===== src/rtl/osc_sup_pkg.sv =====
package osc_sup_pkg;

    localparam logic [7:0] ADDR_THR    = 8'h1C;
    localparam logic [7:0] ADDR_EN     = 8'h20;
    localparam logic [7:0] ADDR_DETUNE = 8'h24;
    localparam logic [7:0] ADDR_MASK   = 8'h28;
    localparam logic [7:0] ADDR_STOP   = 8'h2C;

    typedef enum logic [1:0] {
        CH_OFF     = 2'd0,
        CH_ARMED   = 2'd1,
        CH_WARNED  = 2'd2,
        CH_HALTED  = 2'd3
    } ch_state_t;

endpackage


===== src/rtl/osc_reg_file.sv =====
module osc_reg_file
    import osc_sup_pkg::*;
#(
    parameter int N      = 32,
    parameter int THR_W  = 8,
    parameter int DATA_W = 32,
    parameter int ADDR_W = 8
) (
    input  logic              clk,
    input  logic              rst_n,
    input  logic              we,
    input  logic [ADDR_W-1:0] addr,
    input  logic [DATA_W-1:0] wdata,
    input  logic [N-1:0]      stop_set,
    input  logic [N-1:0]      en_state,
    output logic [DATA_W-1:0] rdata,
    output logic [THR_W-1:0]  thr_q,
    output logic [N-1:0]      detune_q,
    output logic [N-1:0]      mask_q,
    output logic [N-1:0]      stop_q,
    output logic              en_wr,
    output logic [N-1:0]      en_wdata
);

    localparam logic [THR_W-1:0] THR_RESET = '1;

    logic wr_thr, wr_det, wr_mask, wr_stop;

    always_comb begin
        wr_thr   = we && (addr == ADDR_W'(ADDR_THR));
        wr_det   = we && (addr == ADDR_W'(ADDR_DETUNE));
        wr_mask  = we && (addr == ADDR_W'(ADDR_MASK));
        wr_stop  = we && (addr == ADDR_W'(ADDR_STOP));
        en_wr    = we && (addr == ADDR_W'(ADDR_EN));
        en_wdata = wdata[N-1:0];
    end

    always_ff @(posedge clk) begin
        if (!rst_n) begin
            thr_q    <= THR_RESET;
            detune_q <= '0;
            mask_q   <= '0;
            stop_q   <= '0;
        end else begin
            if (wr_thr)  thr_q    <= wdata[THR_W-1:0];
            if (wr_det)  detune_q <= wdata[N-1:0];
            if (wr_mask) mask_q   <= wdata[N-1:0];
            // a shutdown record is never lost to a host write in the same cycle
            stop_q <= (wr_stop ? wdata[N-1:0] : stop_q) | stop_set;
        end
    end

    always_comb begin
        rdata = '0;
        unique case (addr)
            ADDR_W'(ADDR_THR):    rdata[THR_W-1:0] = thr_q;
            ADDR_W'(ADDR_EN):     rdata[N-1:0]     = en_state;
            ADDR_W'(ADDR_DETUNE): rdata[N-1:0]     = detune_q;
            ADDR_W'(ADDR_MASK):   rdata[N-1:0]     = mask_q;
            ADDR_W'(ADDR_STOP):   rdata[N-1:0]     = stop_q;
            default:              rdata            = '0;
        endcase
    end

    // any requested stop bit is present after the edge
    assert_stop_set_sticks_R10: assert property (@(posedge clk) disable iff (!rst_n)
        (stop_set != '0) |=> ((stop_q & $past(stop_set)) == $past(stop_set)));

endmodule


===== src/rtl/osc_chan.sv =====
module osc_chan
    import osc_sup_pkg::*;
#(
    parameter int THR_W = 8
) (
    input  logic             clk,
    input  logic             rst_n,
    input  logic             en_wr_i,
    input  logic             en_bit_i,
    input  logic             mask_i,
    input  logic             alarm_i,
    input  logic [THR_W-1:0] thr_i,
    output logic             en_o,
    output logic             halt_o
);

    ch_state_t        state_q, state_d;
    logic [THR_W-1:0] cnt_q, cnt_d;
    logic             live, counted, err, arm, disarm;

    always_comb begin
        live    = (state_q == CH_ARMED) || (state_q == CH_WARNED);
        counted = live && alarm_i && !mask_i;
        err     = counted && (cnt_q == thr_i);
        arm     = en_wr_i && en_bit_i;
        disarm  = en_wr_i && !en_bit_i;
    end

    // next-state logic
    always_comb begin
        state_d = state_q;
        unique case (state_q)
            CH_OFF:     if (arm) state_d = CH_ARMED;
            CH_ARMED: begin
                if (disarm)   state_d = CH_OFF;
                else if (err) state_d = CH_WARNED;
            end
            CH_WARNED: begin
                if (err)         state_d = CH_HALTED;
                else if (disarm) state_d = CH_OFF;
            end
            CH_HALTED:  if (arm) state_d = CH_ARMED;
            default:    state_d = CH_OFF;
        endcase
    end

    always_comb begin
        cnt_d = cnt_q;
        if (!live && arm)  cnt_d = '0;
        else if (err)      cnt_d = '0;
        else if (counted)  cnt_d = cnt_q + 1'b1;
    end

    // state register
    always_ff @(posedge clk) begin
        if (!rst_n) begin
            state_q <= CH_OFF;
            cnt_q   <= '0;
        end else begin
            state_q <= state_d;
            cnt_q   <= cnt_d;
        end
    end

    // outputs
    always_comb begin
        en_o   = 1'b0;
        halt_o = 1'b0;
        unique case (state_q)
            CH_OFF:    en_o = 1'b0;
            CH_ARMED:  en_o = 1'b1;
            CH_WARNED: begin
                en_o   = 1'b1;
                halt_o = err;
            end
            CH_HALTED: en_o = 1'b0;
            default:   en_o = 1'b0;
        endcase
    end

    assert_first_error_keeps_running_R5: assert property (@(posedge clk) disable iff (!rst_n)
        (state_q == CH_ARMED) |=> (state_q != CH_HALTED));

    assert_masked_alarm_ignored_R7: assert property (@(posedge clk) disable iff (!rst_n)
        (mask_i && !en_wr_i) |=> ($stable(cnt_q) && $stable(state_q)));

    assert_off_alarm_ignored_R8: assert property (@(posedge clk) disable iff (!rst_n)
        (!en_o && !en_wr_i) |=> ($stable(cnt_q) && $stable(state_q)));

    assert_rearm_clears_tally_R9: assert property (@(posedge clk) disable iff (!rst_n)
        (en_wr_i && en_bit_i && !en_o) |=> ((cnt_q == '0) && (state_q == CH_ARMED)));

endmodule


===== src/rtl/osc_alarm_ctrl.sv =====
module osc_alarm_ctrl
    import osc_sup_pkg::*;
#(
    parameter int N      = 32,
    parameter int THR_W  = 8,
    parameter int DATA_W = 32,
    parameter int ADDR_W = 8
) (
    input  logic              clk,
    input  logic              rst_n,
    input  logic              reg_we,
    input  logic [ADDR_W-1:0] reg_addr,
    input  logic [DATA_W-1:0] reg_wdata,
    output logic [DATA_W-1:0] reg_rdata,
    input  logic [N-1:0]      alarm_in,
    input  logic [N-1:0]      osc_bits,
    output logic [N-1:0]      osc_en,
    output logic [N-1:0]      osc_detune,
    output logic [N-1:0]      osc_live,
    output logic              shutdown_evt
);

    logic [THR_W-1:0] thr_q;
    logic [N-1:0]     detune_q, mask_q, stop_q, en_wdata, halt;
    logic             en_wr, shut_q;

    osc_reg_file #(
        .N(N), .THR_W(THR_W), .DATA_W(DATA_W), .ADDR_W(ADDR_W)
    ) u_regs (
        .clk      (clk),
        .rst_n    (rst_n),
        .we       (reg_we),
        .addr     (reg_addr),
        .wdata    (reg_wdata),
        .stop_set (halt),
        .en_state (osc_en),
        .rdata    (reg_rdata),
        .thr_q    (thr_q),
        .detune_q (detune_q),
        .mask_q   (mask_q),
        .stop_q   (stop_q),
        .en_wr    (en_wr),
        .en_wdata (en_wdata)
    );

    for (genvar i = 0; i < N; i++) begin : g_chan
        osc_chan #(.THR_W(THR_W)) u_chan (
            .clk      (clk),
            .rst_n    (rst_n),
            .en_wr_i  (en_wr),
            .en_bit_i (en_wdata[i]),
            .mask_i   (mask_q[i]),
            .alarm_i  (alarm_in[i]),
            .thr_i    (thr_q),
            .en_o     (osc_en[i]),
            .halt_o   (halt[i])
        );

        assert_halt_drops_enable_R5: assert property (@(posedge clk) disable iff (!rst_n)
            halt[i] |=> (!osc_en[i] && stop_q[i]));
    end

    always_ff @(posedge clk) begin
        if (!rst_n) shut_q <= 1'b0;
        else        shut_q <= |halt;
    end

    always_comb begin
        shutdown_evt = shut_q;
        osc_live     = osc_bits & osc_en;
        osc_detune   = detune_q;
    end

    assert_event_has_record_R6: assert property (@(posedge clk) disable iff (!rst_n)
        shutdown_evt |-> (stop_q != '0));

endmodule


===== config.mk =====
export PLATFORM = sky130hd
export DESIGN_NAME = osc_alarm_ctrl
export DESIGN_NICKNAME = d
export VERILOG_FILES = /design/src/rtl/osc_sup_pkg.sv /design/src/rtl/osc_reg_file.sv /design/src/rtl/osc_chan.sv /design/src/rtl/osc_alarm_ctrl.sv
export SDC_FILE = /design/constraint.sdc
export NUM_CORES = 1
export LEC_CHECK = 0
export BUFFER_PORTS_ARGS = -buffer_cell sky130_fd_sc_hd__buf_2
export CORE_ASPECT_RATIO = 0.8
export CORE_MARGIN = 1
export CORE_UTILIZATION = 35
export CTS_CLUSTER_SIZE = 30
export DETAILED_ROUTE_END_ITERATION = 6
export PLACE_DENSITY = 0.62
export REMOVE_ABC_BUFFERS = 1
export SLEW_MARGIN = 20
export SYNTH_ARGS = -nofsm -noshare
export SYNTH_HDL_FRONTEND = slang
export SYNTH_HIERARCHICAL = 1
export SYNTH_SLANG_ARGS = --single-unit

===== constraint.sdc =====
create_clock -name clk -period 5.65 [get_ports clk]
set_input_delay 0 -clock clk [delete_from_list [all_inputs] [get_ports clk]]
set_output_delay 0 -clock clk [all_outputs]
set_load 0.01 [all_outputs]

==> out/results.ini, run 1 <==
[global_routing]
gr-total-overflow=0
grt_pass1_vias=21100
grt_max_degree=138
grtUsageTotal=0.195
grt_pass1_wl_um=122000
antenna_found_initial=1

[drt]
postRouteAntennaNets=0
drt-initial-drc-count=1491
drt_wl_total_um=79000
via_per_inst=5.18
drt-pass1-iter-count=5
routedWlPerCell_um=18.1
vias=22600
remaining_drc_errors=0

[yosys]
synth_cell_types=49
synth_top_area_cell=dfxtp_1
yosys-top-cells-area=dfxtp_1, xor2_1, mux2i_1, ha_1, nor2_1
yosysTopAreaCellShare=0.315
ys_seq_area_frac=0.315
synth_area_um2=27000
yosys_warnings=6
synth.avg_cell_area_um2=8.95
synth_edf_count=0
syn-instance-count=3022
async_flop_share=0
dominantRegCellSynth=dfxtp_1
synth_seq_cells=425

[finish]
drive_gt1_frac=0.167
mostFrequentLayoutCells=dfxtp_1, xor2_1, nor2_1
final_common_cell=dfxtp_1
final_area_um2=31600
area_growth_pct=16.8
fin_nets=3546

[sta]
relSlewSlack=0.176
min_period_over_period=0.574
fmax_mhz=308
final-hold-violation-count=0
final-max-slew-violation-count=0
holdWs_ns=0.0985
worst_slew_pin_slew_ns=1.24
tns_ns=0
fin_crit_ns=3.24
fin_worst_skew_ns=0.0287
finalSetupViolCount=0
rsz0062_at_grt=no

[job]
cap_violations=0

[clocking]
clkSlewWorstSetupHoldPaths_ns=0.06
ctsResizeCount=0
cts_tree=done
cts_inserted_buffers=50
cts_root_buf=clkbuf_16
h-tree-depth=2
cts.sinks=425
cts_setup_buffers=0
clockBufferDepth=3
clkLatencyLatePin_ns=0.60

[die]
core_area_um2=75900
design.die.area_um2=78400
num_rows=90
die_y_um=251
initial_core_util=0.356
die_width_um=313
num_io_pins=236

[setup_path]
crit_type=flop to flop
arrival_ns=3.73
required_ns=6.13
critPathMaxFanout=23
end_kind=flop
start_kind=flop

[status]
status=completed

[power]
p_clk_frac=0.469
swShare=0.250
finalPower_uw=7100
vdd_drop_max_mv=0.190
internal_power_uw=5320
seq_power_share=0.432
p_comb_frac=0.099
switching_power_uw=1770
powerDensity_nw_per_um2=225
p_leak_uw=0.0127

[placed_design]
dpl_cell_area_um2=29200
portBuffers=235
gp_congestion=0.834
dp_hpwl_um=53100

[worst_hold_path]
hp-class=input pin to flop

[per-stage QoR]
| step | setup WS (ns) | cells | util |
|---|---|---|---|
| finish | 2.41 | 4361 | 0.416 |
| global route | 2.34 | 4360 | 0.416 |
| CTS | 2.46 | 4360 | 0.416 |
| detailed placement | 2.29 | 4199 | 0.385 |
| global placement | 2.41 | 4199 | 0.385 |
| floorplan | 0.787 | 2927 | - |
[logic make-up after synthesis]
group,Yosys count,share of synthesized area
AND/OR/NAND/NOR,1173,0.246
multiplexers,200,0.0744
XOR/XNOR,480,0.156
flip-flops,425,0.315
adder cells (fa/ha/maj),128,0.0592
AO/OA/AOI/OAI,361,0.108
buffers and inverters,255,0.0420
[synthesized netlist by cell type (14+ instances only)]
library cell / n
mux2i_1: 192
o31ai_1: 32
o22a_2: 32
nand3_1: 144
nand2_1: 257
a21boi_0: 32
nor2b_1: 17
or3b_1: 33
inv_1: 160
a31oi_1: 64
or2_2: 32
o211ai_1: 40
clkbuf_1: 40
nand3b_1: 32
o22ai_1: 32
xor2_1: 352
nor3_2: 32
buf_4: 34
a221o_1: 24
nor3b_1: 33
or3b_4: 32
a41oi_1: 64
ha_1: 128
and4_1: 32
nor2_1: 352
and2_1: 33
nor3_1: 56
and3_1: 33
buf_2: 14
xnor2_1: 128
dfxtp_1: 425
a41o_2: 32
nor4_4: 32
[critical path, stage by stage, from the launching register on]
cell and delay, ns:
dfxtp_2 1.03, buf_4 0.43, xor2_1 0.26, nor4_4 0.10, nand3_1 0.11, nor2_1 0.08, nor4_1 0.68, nand4_1 0.22
o21a_1 0.21
[metal layers]
| metal | GRT usage | part of all wire | up-vias |
|---|---|---|---|
| li1 | - | - | 11200 |
| met1 | 0.270 | 0.48 | 10700 |
| met2 | 0.315 | 0.45 | 521 |
| met3 | 0.0251 | 0.047 | 124 |
| met4 | 0.0594 | 0.027 | 0 |
| met5 | 0 | 0 | - |
[state kept, by name, summed over array words and instances (netlist names)]
name and cells:
g_chan.u_chan/state_q 64, u_regs/thr_q 8, g_chan.u_chan/cnt_q 256, shutdown_evt 1, u_regs/stop_q 32, u_regs/detune_q 32, u_regs/mask_q 32
[final cells by class]
| cell class | count | area (um2) |
|---|---|---|
| fillers | 7579 | 44300 |
| multi-input cells | 2342 | 17400 |
| flip-flops and latches | 425 | 8520 |
| repair buffers | 332 | 2110 |
| clock buffers | 77 | 1490 |
| well taps | 1012 | 1270 |
| inverters | 160 | 601 |
| clock inverters | 12 | 173 |
| diodes | 1 | 2.50 |
[repair_timing]
item / CTS / global route
hold buffers: 72 / 0
endpoints found under the hold margin: 265 / 0
endpoints found under the setup margin: 0 / 0
[final timing paths]
kind | start | endpoint | slack (ns) | depth (start not counted)
max reg2reg | u_regs/thr_q[1] | shutdown_evt | 2.41 | 8
min | reg_we | u_regs/mask_q[3] | 0.1 | 4
max | u_regs/thr_q[1] | shutdown_evt | 2.41 | 8
min reg2reg | u_regs/detune_q[14] | u_regs/detune_q[14] | 0.47 | 2
[power groups by stage]
| stage | combinational [uW] | clock, uW | sequential (uW) |
|---|---|---|---|
| final | 706 | 3320 | 3060 |
| after global routing | 768 | 3550 | 3070 |
| after CTS | 704 | 3420 | 3060 |
| after detailed placement | 662 | 0 | 3130 |
| after global placement | 663 | 0 | 3130 |
| after floorplan | 409 | 0 | 3120 |
Power figures use the tool's default switching activity.
==> inputs of run 2 (changes only) <==
- PLACE_DENSITY: 0.62 -> 0.63
- clock period: 5.65 -> 2.8 ns (I/O delays scaled with it)
==> run 2 against run 1 <==
Core utilization is 0.74 points higher. Critical endpoint unchanged. First-iteration DRC count is 4.9% lower. Die area stayed put.
==> out/results.ini, run 2 (synthesis results as in run 1) <==
[status]
status=completed

[drt]
postRouteAntennaNets=0  ; unchanged
remaining_drc_errors=0  ; unchanged
routedWlPerCell_um=17.9  ; -0.90%
vias=22600  ; +0.27%
drt-initial-drc-count=1418  ; -4.9%
drt-pass1-iter-count=7  ; +2
via_per_inst=5.14  ; -0.66%
drt_wl_total_um=79000  ; about the same

[finish]
top_regs=g_chan.u_chan/cnt_q: 256 flops, g_chan.u_chan/state_q: 64 flops
fin_nets=3591  ; +1.3%
num-fill-cells=7407  ; -2.3%
register_area_um2=8520  ; unchanged
largest-register=g_chan.u_chan/cnt_q
multi_input_area_um2=17400  ; unchanged
drive_gt1_frac=0.179  ; +0.0124
insertedDiodeCount=0  ; -1
area_growth_pct=18.9
mostFrequentLayoutCells=dfxtp_1, xor2_1, nor2_1
post-route-util=0.423  ; +0.00737
largest_reg_flops=256  ; unchanged
final_common_cell=dfxtp_1

[setup_path]
critical-path-slowest-cell=nor4_1
crit_path_start=u_regs/thr_q[5]
worstPathCellList=buf_4, xor2_1, nor3_2, nand3_1, nor2_1, nor4_1, nand4_1, o21a_1
start_kind=flop
r2r_cells=8  ; unchanged
max_stage_delay_ns=0.63  ; -0.40 ns
crit_type=flop to flop
required_ns=3.30  ; -2.83 ns
reg2reg_to=shutdown_evt
critPathMaxFanout=13  ; -43%
end_kind=flop
reg2reg_from=u_regs/thr_q[5]
arrival_ns=3.11  ; -0.62 ns
endpoint=shutdown_evt
reg2reg_slack_ns=0.19  ; -2.22 ns

[sta]
holdWs_ns=0.0977  ; -0.000778 ns
fin_crit_ns=2.61  ; -0.632 ns
final-hold-violation-count=0  ; unchanged
min_period_over_period=0.933  ; +0.359
relSlewSlack=0.283  ; +0.107
final-max-slew-violation-count=0  ; unchanged
fmax_mhz=383  ; +24%
setup_ws_ns=0.188  ; -2.22 ns
tns_ns=0  ; unchanged
worst_slew_pin_slew_ns=1.08  ; -0.161 ns
finalSetupViolCount=0  ; unchanged
fin_worst_skew_ns=0.0306  ; +0.00184 ns
rsz0062_at_grt=no

[global_routing]
grt_pass1_wl_um=122000  ; +0.38%
grt_pass1_vias=21100  ; -0.26%
grt_max_degree=81  ; -41%
gr-total-overflow=0  ; unchanged
grtUsageTotal=0.196  ; +0.000497
antenna_found_initial=4  ; +3

[power]
powerDensity_nw_per_um2=450  ; +100%
p_leak_uw=0.0130  ; +2.6%
vdd_drop_max_mv=0.401  ; +110%

[clocking]
h-tree-depth=2  ; unchanged
cts_inserted_buffers=50  ; unchanged
clkSlewWorstSetupHoldPaths_ns=0.06  ; about the same
clkLatencyLatePin_ns=0.61  ; about the same
cts_root_buf=clkbuf_16
cts_tree=done
cts.sinks=425  ; unchanged
clockBufferDepth=3  ; unchanged

[placed_design]
gp_congestion=0.850  ; +2.0%
pre_cts_ws_ns=0.120  ; -2.17 ns
dp_hpwl_um=54700  ; +3.0%
portBuffers=235  ; unchanged

[worst_hold_path]
hp-class=input pin to flop

[die]
design.die.area_um2=78400  ; unchanged
num_io_pins=236  ; unchanged
die_width_um=313  ; unchanged
die_y_um=251  ; unchanged
core_area_um2=75900  ; unchanged
num_rows=90  ; unchanged
initial_core_util=0.356  ; unchanged

[job]
cap_violations=0  ; unchanged

==> run 2: cell count changes in the layout (fill, tap and decap cells not counted), sizes merged <==
| cell | before | now |
|---|---|---|
| clkbuf | 77 | 74 |
| bufinv | 4 | 5 |
| buf | 260 | 307 |
| clkinvlp | 2 | 0 |
| dlygate4sd3 | 72 | 70 |
| diode | 1 | 0 |
| inv | 161 | 162 |
==> run 2: worst max-delay path, delay by kind of cell (launching register included) <==
family / cells / cell delay (ns)
AND/OR/NAND/NOR: 5 / 1.12
flip-flops: 1 / 0.54
buffers and inverters: 1 / 0.40
AO/OA/AOI/OAI: 1 / 0.23
XOR/XNOR: 1 / 0.22
==> run 2: what timing repair did <==
item	CTS	global route
hold buffers	70	0
setup buffers	0	0
gates resized for setup	0	0
endpoints found under the hold margin	273	0
==> run 2: how the worst min path moves through the flow <==
stage | cells after the start | to | from
2_1_floorplan | 1 | shutdown_evt | rst_n
3_3_place_gp | 3 | osc_live[17] | osc_bits[17]
3_5_place_dp | 3 | osc_live[17] | osc_bits[17]
4_1_cts | 5 | u_regs/stop_q[1] | reg_addr[6]
5_1_grt | 5 | u_regs/stop_q[11] | reg_addr[7]
6_report | 5 | u_regs/stop_q[1] | reg_addr[7]
==> run 2: final cells by class <==
type	count	share of cell area
inverter	160	0.0187
timing repair buffer	377	0.0821
clock inverter	12	0.00635
clock buffer	74	0.0464
tap	1012	0.0394
multi-input combinational	2342	0.542
sequential	425	0.265
==> run 2: metrics by stage <==
step                      instance area [um2]  power, uW  instances
after floorplan                         26500       7130       2927
after global placement                  29700       7680       4246
after detailed placement                29700       7680       4246
after CTS                               32100      14600       4402
after global routing                    32100      15000       4402
final                                   32100      14400       4402
==> run 2: per-layer routing <==
metal,part of all wire,GRT usage,vias to the layer above
li1,-,-,11300
met1,0.48,0.275,10700
met4,0.022,0.0491,8
met2,0.44,0.308,540
met5,0.00071,0,-
met3,0.055,0.0350,104
==> run 2: where the power goes <==
group          switching (uW)  total, uW  leakage (uW)  internal [uW]
Clock                    2690       6810      0.000837           4120
Combinational             827       1460       0.00873            632
Sequential               72.1       6180       0.00342           6110
